==> src/rtl/scan_pkg.sv <==
package scan_pkg;
  typedef enum logic [1:0] {S_IDLE, S_PICK, S_WAIT, S_DONE} scan_st_e;
  typedef enum logic {ACCT_ADD = 1'b0, ACCT_DEFER = 1'b1} acct_op_e;
  localparam logic [7:0] CPPR_OPEN  = 8'hFF;
  localparam logic [7:0] CPPR_CLOSE = 8'h00;
endpackage

==> src/rtl/scan_lsb_pick.sv <==
module scan_lsb_pick #(
  parameter int N  = 8,
  parameter int IW = 3
) (
  input  logic [N-1:0]  bits,
  output logic          any,
  output logic [IW-1:0] idx
);
  always_comb begin
    any = |bits;
    idx = '0;
    for (int i = N - 1; i >= 0; i--) begin
      if (bits[i]) idx = IW'(i);
    end
  end
endmodule

==> src/rtl/scan_queue_acct.sv <==
module scan_queue_acct #(
  parameter int CW = 6
) (
  input  logic          clk,
  input  logic          rst_n,
  input  logic          add_en,
  input  logic          defer_en,
  input  logic          flush_en,
  output logic [CW-1:0] occ
);
  logic [CW-1:0] dcnt;
  logic [CW-1:0] occ_base;

  function automatic logic [CW-1:0] sat_inc(input logic [CW-1:0] v);
    return (&v) ? v : v + 1'b1;
  endfunction

  function automatic logic [CW-1:0] fold(input logic [CW-1:0] v, input logic [CW-1:0] s);
    return (v > s) ? v - s : '0;
  endfunction

  assign occ_base = flush_en ? fold(occ, dcnt) : occ;

  always_ff @(posedge clk) begin
    if (!rst_n) begin
      occ  <= '0;
      dcnt <= '0;
    end else begin
      occ <= add_en ? sat_inc(occ_base) : occ_base;
      if (flush_en) dcnt <= defer_en ? CW'(1) : '0;
      else if (defer_en) dcnt <= sat_inc(dcnt);
    end
  end

  // the deferred count is consumed when the queue is found empty
  a_r8_flush_resets_defer: assert property (@(posedge clk) disable iff (!rst_n)
    (flush_en && !defer_en) |=> (dcnt == '0));
  // a flush never raises occupancy
  a_r8_flush_no_growth: assert property (@(posedge clk) disable iff (!rst_n)
    (flush_en && !add_en) |=> (occ <= $past(occ)));
  // an add grows occupancy by one below saturation
  a_r9_add_grows: assert property (@(posedge clk) disable iff (!rst_n)
    (add_en && !flush_en && !(&occ)) |=> (occ == $past(occ) + 1'b1));
endmodule

==> src/rtl/prio_scan_cppr.sv <==
module prio_scan_cppr
  import scan_pkg::*;
#(
  parameter int NPRIO = 8,
  parameter int EW    = 31,
  parameter int CNT_W = 6,
  parameter int IW    = (NPRIO > 1) ? $clog2(NPRIO) : 1
) (
  input  logic                   clk,
  input  logic                   rst_n,
  input  logic                   scan_start,
  input  logic                   scan_peek,
  input  logic                   set_pend_valid,
  input  logic [NPRIO-1:0]       set_pend_mask,
  input  logic                   acct_valid,
  input  logic                   acct_op,
  input  logic [IW-1:0]          acct_idx,
  output logic                   qreq_valid,
  output logic [IW-1:0]          qreq_idx,
  output logic                   qreq_peek,
  input  logic                   qrsp_valid,
  input  logic [EW-1:0]          qrsp_data,
  output logic                   busy,
  output logic                   done,
  output logic                   found,
  output logic [EW-1:0]          irq_id,
  output logic [7:0]             cppr,
  output logic                   cppr_wr,
  output logic [NPRIO-1:0]       pend_bits,
  output logic [NPRIO*CNT_W-1:0] occ_count
);
  scan_st_e      st;
  logic          peek_q;
  logic [IW-1:0] cur_idx;
  logic          res_found;
  logic [EW-1:0] res_irq;
  logic          pick_any;
  logic [IW-1:0] pick_idx;

  // named internal events
  logic             start_take, rsp_take, hit_seen, empty_seen;
  logic [NPRIO-1:0] clr_mask, set_mask;
  logic [7:0]       cppr_next;

  function automatic logic [7:0] cppr_of(input logic hit, input logic [IW-1:0] idx);
    return hit ? 8'(idx) : CPPR_OPEN;
  endfunction

  scan_lsb_pick #(.N(NPRIO), .IW(IW)) u_pick (
    .bits(pend_bits), .any(pick_any), .idx(pick_idx)
  );

  assign start_take = scan_start && (st == S_IDLE);
  assign rsp_take   = qrsp_valid && (st == S_WAIT);
  assign hit_seen   = rsp_take && (qrsp_data != '0);
  assign empty_seen = rsp_take && (qrsp_data == '0);
  assign clr_mask   = empty_seen ? (NPRIO'(1) << cur_idx) : '0;
  assign set_mask   = set_pend_valid ? set_pend_mask : '0;
  assign cppr_next  = cppr_of(res_found, cur_idx);

  assign busy       = (st != S_IDLE);
  assign qreq_valid = (st == S_PICK) && pick_any;
  assign qreq_idx   = pick_idx;
  assign qreq_peek  = peek_q;

  always_ff @(posedge clk) begin
    if (!rst_n) begin
      st        <= S_IDLE;
      peek_q    <= 1'b0;
      cur_idx   <= '0;
      res_found <= 1'b0;
      res_irq   <= '0;
      pend_bits <= '0;
      done      <= 1'b0;
      found     <= 1'b0;
      irq_id    <= '0;
      cppr      <= CPPR_CLOSE;
      cppr_wr   <= 1'b0;
    end else begin
      pend_bits <= (pend_bits & ~clr_mask) | set_mask;
      done      <= 1'b0;
      cppr_wr   <= 1'b0;
      unique case (st)
        S_IDLE: if (start_take) begin
          peek_q <= scan_peek;
          st     <= S_PICK;
        end
        S_PICK: if (pick_any) begin
          cur_idx <= pick_idx;
          st      <= S_WAIT;
        end else begin
          res_found <= 1'b0;
          res_irq   <= '0;
          st        <= S_DONE;
        end
        S_WAIT: if (hit_seen) begin
          res_found <= 1'b1;
          res_irq   <= qrsp_data;
          st        <= S_DONE;
        end else if (empty_seen) begin
          st <= S_PICK;
        end
        S_DONE: begin
          done    <= 1'b1;
          found   <= res_found;
          irq_id  <= res_irq;
          cppr    <= cppr_next;
          cppr_wr <= (cppr_next != cppr);
          st      <= S_IDLE;
        end
        default: st <= S_IDLE;
      endcase
    end
  end

  for (genvar i = 0; i < NPRIO; i++) begin : g_acct
    scan_queue_acct #(.CW(CNT_W)) u_acct (
      .clk      (clk),
      .rst_n    (rst_n),
      .add_en   (acct_valid && (acct_op == ACCT_ADD) && (acct_idx == IW'(i))),
      .defer_en (acct_valid && (acct_op == ACCT_DEFER) && (acct_idx == IW'(i))),
      .flush_en (empty_seen && (cur_idx == IW'(i))),
      .occ      (occ_count[i*CNT_W +: CNT_W])
    );
  end

  // the requested queue is marked and nothing more favoured is
  a_r3_req_marked: assert property (@(posedge clk) disable iff (!rst_n)
    qreq_valid |-> pend_bits[qreq_idx]);
  a_r3_req_lowest: assert property (@(posedge clk) disable iff (!rst_n)
    qreq_valid |-> ((pend_bits & ((NPRIO'(1) << qreq_idx) - 1'b1)) == '0));
  // an empty response drops that priority's bit
  a_r5_empty_clears: assert property (@(posedge clk) disable iff (!rst_n)
    (empty_seen && !set_pend_valid) |=> !pend_bits[$past(cur_idx)]);
  // a reported entry is never zero
  a_r4_found_nonzero: assert property (@(posedge clk) disable iff (!rst_n)
    (done && found) |-> (irq_id != '0));
  // a fruitless scan opens the priority register
  a_r6_none_opens: assert property (@(posedge clk) disable iff (!rst_n)
    (done && !found) |-> (cppr == CPPR_OPEN));
  // strobe only with done, and the register moves only with the strobe
  a_r7_wr_with_done: assert property (@(posedge clk) disable iff (!rst_n)
    cppr_wr |-> done);
  a_r7_wr_means_change: assert property (@(posedge clk) disable iff (!rst_n)
    cppr_wr |-> (cppr != $past(cppr)));
  a_r7_stable_without_wr: assert property (@(posedge clk) disable iff (!rst_n)
    !cppr_wr |-> $stable(cppr));
  // completions never come back to back
  a_r10_single_done: assert property (@(posedge clk) disable iff (!rst_n)
    done |=> !done);
endmodule

==> config.mk <==
export PLATFORM = sky130hd
export DESIGN_NAME = prio_scan_cppr
export DESIGN_NICKNAME = d
export VERILOG_FILES = /design/src/rtl/scan_pkg.sv /design/src/rtl/scan_lsb_pick.sv /design/src/rtl/scan_queue_acct.sv /design/src/rtl/prio_scan_cppr.sv
export SDC_FILE = /design/constraint.sdc
export NUM_CORES = 1
export LEC_CHECK = 0
export BUFFER_PORTS_ARGS = -buffer_cell sky130_fd_sc_hd__buf_2
export CAP_MARGIN = 20
export CORE_ASPECT_RATIO = 0.8
export CORE_UTILIZATION = 54
export CTS_BUF_LIST = sky130_fd_sc_hd__clkbuf_2 sky130_fd_sc_hd__clkbuf_4 sky130_fd_sc_hd__clkbuf_8
export CTS_CLUSTER_DIAMETER = 100
export DETAILED_ROUTE_END_ITERATION = 7
export GPL_ROUTABILITY_DRIVEN = 0
export GPL_TIMING_DRIVEN = 1
export PLACE_DENSITY = 0.79
export SYNTH_ARGS = -nofsm -noshare
export SYNTH_HDL_FRONTEND = slang
export SYNTH_SLANG_ARGS = --single-unit
export TNS_END_PERCENT = 1
==> constraint.sdc <==
create_clock -name clk -period 3.4 [get_ports clk]
set_input_delay 1.02 -clock clk [delete_from_list [all_inputs] [get_ports clk]]
set_output_delay 1.02 -clock clk [all_outputs]
set_load 0.02 [all_outputs]
==> impl_metrics.tcl <==
set metrics [dict create \
    place_area_mm2 0.0128 \
    power.density_mw_per_mm2 317 \
    finalPower_mw 4.21 \
    core_mm2 0.0199 \
    drt-pass1-iter-count 6 \
    synthArstFlopShare_pct 0 \
    ys_seq_elements 180 \
    stdcell_count 1859 \
    syn_avg_cell_area_um2 8.23 \
    hold-path-endpoint "found" \
    vias 11023 \
    placedCellCount 1825 \
    slew_viol_final 0 \
    max_slew_margin_pct 57.1 \
    gr-usage-all-layers_pct 29.3 \
    num_io_pins 154 \
    synthCells 1343 \
    arrival_ns 3.60 \
    clk_latency_ns 0.51 \
    antenna_found_initial 1 \
    r2r-start "g_acct[6].u_acct.dcnt[0]" \
    maxCapViolCount 0 \
    drive_gt1_share_pct 22.0 \
    routedWlPerCell_um 16.8 \
    crit_required_ns 3.77 \
    cts_tree "built" \
    final_cell_area_mm2 0.0133 \
    die_h_um 130 \
    grt_pass1_wl_um 49200 \
    die_area_mm2 0.0210 \
    mostFrequentLayoutCell "dfxtp_1" \
    area_growth_syn_to_layout_pct 20.1 \
    leakagePower_nw 5.65 \
    portBuffers 153 \
    cp_slowest_cell "and4_1" \
    grtUsageMet3_pct 4.90 \
    crit_chain "buf_2 -> nor4_2 -> and4_1 -> and3_1 -> mux2i_1 -> inv_1 -> ha_1 -> nor2b_1 -> a31oi_1 -> a211o_1 -> nand3_1 -> nor3b_1" \
    grt_start_max_net_pins 48 \
    seq_area_mm2 0.00360 \
    cts_buffers 17 \
    grt_pass1_vias 10046 \
    drc 0 \
    hold_depth 2 \
    synth_area_mm2 0.0111 \
    synth_edf_count 0 \
    finalSetupViolCount 0 \
    final_core_utilization_pct 66.6 \
    hpwl_um 23600 \
    synth_seq_area_share_pct 32.6 \
    max_stage_delay_ns 0.38 \
    globalRoute.totalOverflow 0 \
    ys.flop_type "dfxtp_1" \
    start_util_pct 55.5 \
    cp_max_fo 7 \
    cts_root_buf "clkbuf_8" \
    min_from "found" \
    period_share_pct 95.2 \
    max-vdd-ir-drop_mv 0.213 \
    skew_ns 0.0230 \
    timing.rr.end "g_acct[6].u_acct.occ[0]" \
    r2r_cells 10 \
    drt_first_iter_violations 856 \
    startpoint_type "primary input" \
    nNetsFinal 1702 \
    rows 46 \
    worstSetupEndpointType "register" \
    hold_viol_final 0 \
    met1_usage_pct 39.2 \
    grtUsageMet2_pct 46.5 \
    die_width_um 162 \
    totalWireLength_um 31300 \
    yosys_warnings 0 \
    r2r_slack_ns 0.22 \
    cts.htree.levels 4 \
    fin_crit_ns 3.24 \
    fillers 1662 \
    synthesis.nets 1465 \
    synth.distinct_cells 70 \
    clkSlewWorstSetupHoldPaths_ns 0.11 \
    hold_path.class "register to register" \
    mostFrequentLayoutCells "dfxtp_1 (180), nor2_1 (157), buf_2 (153)" \
    clockBufferDepth 2 \
    tightest_slew_ns 0.642 \
    status "finished, final reports clean" \
    vias_per_cell 5.93 \
    cts_sinks 180 \
    multi_input_area_mm2 0.00685 \
    ant_nets 0 \
    fmax_mhz 309 \
    critical_path_class "primary input to register" \
    top_usage_layer "met2" \
]
==> area by class of cell <==
class,instances,area share [%]
inverter,102,2.89
clock inverter,15,1.57
timing repair buffer,270,12.5
antenna,2,0.0377
clock buffer,17,1.76
multi-input combinational,1009,51.6
sequential,180,27.2
tap,264,2.49
==> worst max-delay path: cells and delay by family <==
kind | cells | cell delay, ns
multiplexers | 1 | 0.29
buffers and inverters | 2 | 0.22
AO/OA/AOI/OAI | 2 | 0.45
adder cells (fa/ha/maj) | 1 | 0.22
AND/OR/NAND/NOR | 6 | 1.39
==> logic make-up (layout without fill, tap and decap cells) <==
| group | after synthesis | after routing | synth area share, % |
|---|---|---|---|
| xor gates and xnor gates | 51 | 51 | 4.04 |
| AOI/OAI and AO/OA | 327 | 327 | 20.6 |
| other | 0 | 2 | 0 |
| muxes | 42 | 42 | 3.88 |
| adders and majority gates | 72 | 72 | 8.69 |
| and+or+nand+nor | 517 | 517 | 24.4 |
| DFF | 180 | 180 | 32.6 |
| buffers and inverters | 154 | 404 | 5.76 |
==> where the power goes <==
group          total (mW)  internal, mW  switching [mW]
combinational       0.408         0.153           0.255
clock                1.62         0.602            1.02
sequential           2.18          2.14          0.0429
==> sequential cells by signal (all words and copies together) (netlist names) <==
name,cells
cppr,4
cppr_wr,1
cur_idx,3
done,1
found,1
g_acct.u_acct.dcnt,48
g_acct.u_acct.occ,48
irq_id,31
pend_bits,8
qreq_peek,1
res_found,1
res_irq,31
st,2
==> stage by stage <==
step / TNS (ns) / setup WS (ns) / hold slack, ns
after floorplan: 0 / 0.0278 / 0.443
after global placement: -4.79 / -0.237 / 0.443
after detailed placement: -8.83 / -0.358 / 0.450
after CTS: 0 / 0.148 / 0.471
after global routing: -0.0318 / -0.0194 / 0.495
final: 0 / 0.164 / 0.475
==> how the worst max path moves through the flow <==
stage,startpoint,to,slack [ns],depth (start not counted)
2_1_floorplan,qrsp_data[12],g_acct[1].u_acct.occ[1],0.03,13
4_1_cts,qrsp_data[15],g_acct[7].u_acct.occ[5],0.15,12
3_3_place_gp,qrsp_data[15],g_acct[1].u_acct.occ[1],-0.24,13
3_5_place_dp,qrsp_data[15],g_acct[1].u_acct.occ[0],-0.36,12
5_1_grt,g_acct[1].u_acct.occ[0],g_acct[1].u_acct.occ[0],-0.02,15
6_report,qrsp_data[8],g_acct[1].u_acct.occ[0],0.16,12
==> layer usage <==
layer	part of all wire (%)	wire length, um
met5	0	0
met4	2.9	920
met2	45	14000
met3	7.5	2350
met1	45	13900
==> cell usage after synthesis, drive strengths merged, types with 15 or more instances <==
cell    number  share of area, %
o21a        19               1.3
dfxtp      180                33
o21ai       36               1.6
a31oi       33               1.9
nor3        44               2.0
clkbuf      29               1.0
nand2       97               3.3
nor3b       20               1.4
buf         23               1.3
and3        15              0.85
a22oi       41               2.8
nand4       25               1.4
ha          64               7.2
a22o        34               2.7
nor2b       32               1.8
a21oi       69               3.1
nand3       47               2.2
a211oi      16               1.1
xnor2       41               3.2
inv        101               3.4
mux2i       35               3.2
nor2       159               5.5
==> repair_timing <==
action	CTS	global route
endpoints found under the setup margin	0	4
buffers inserted	0	0
hold buffers	0	0
gates resized for setup	0	5
No activity file was read; power rests on OpenSTA's default activity.
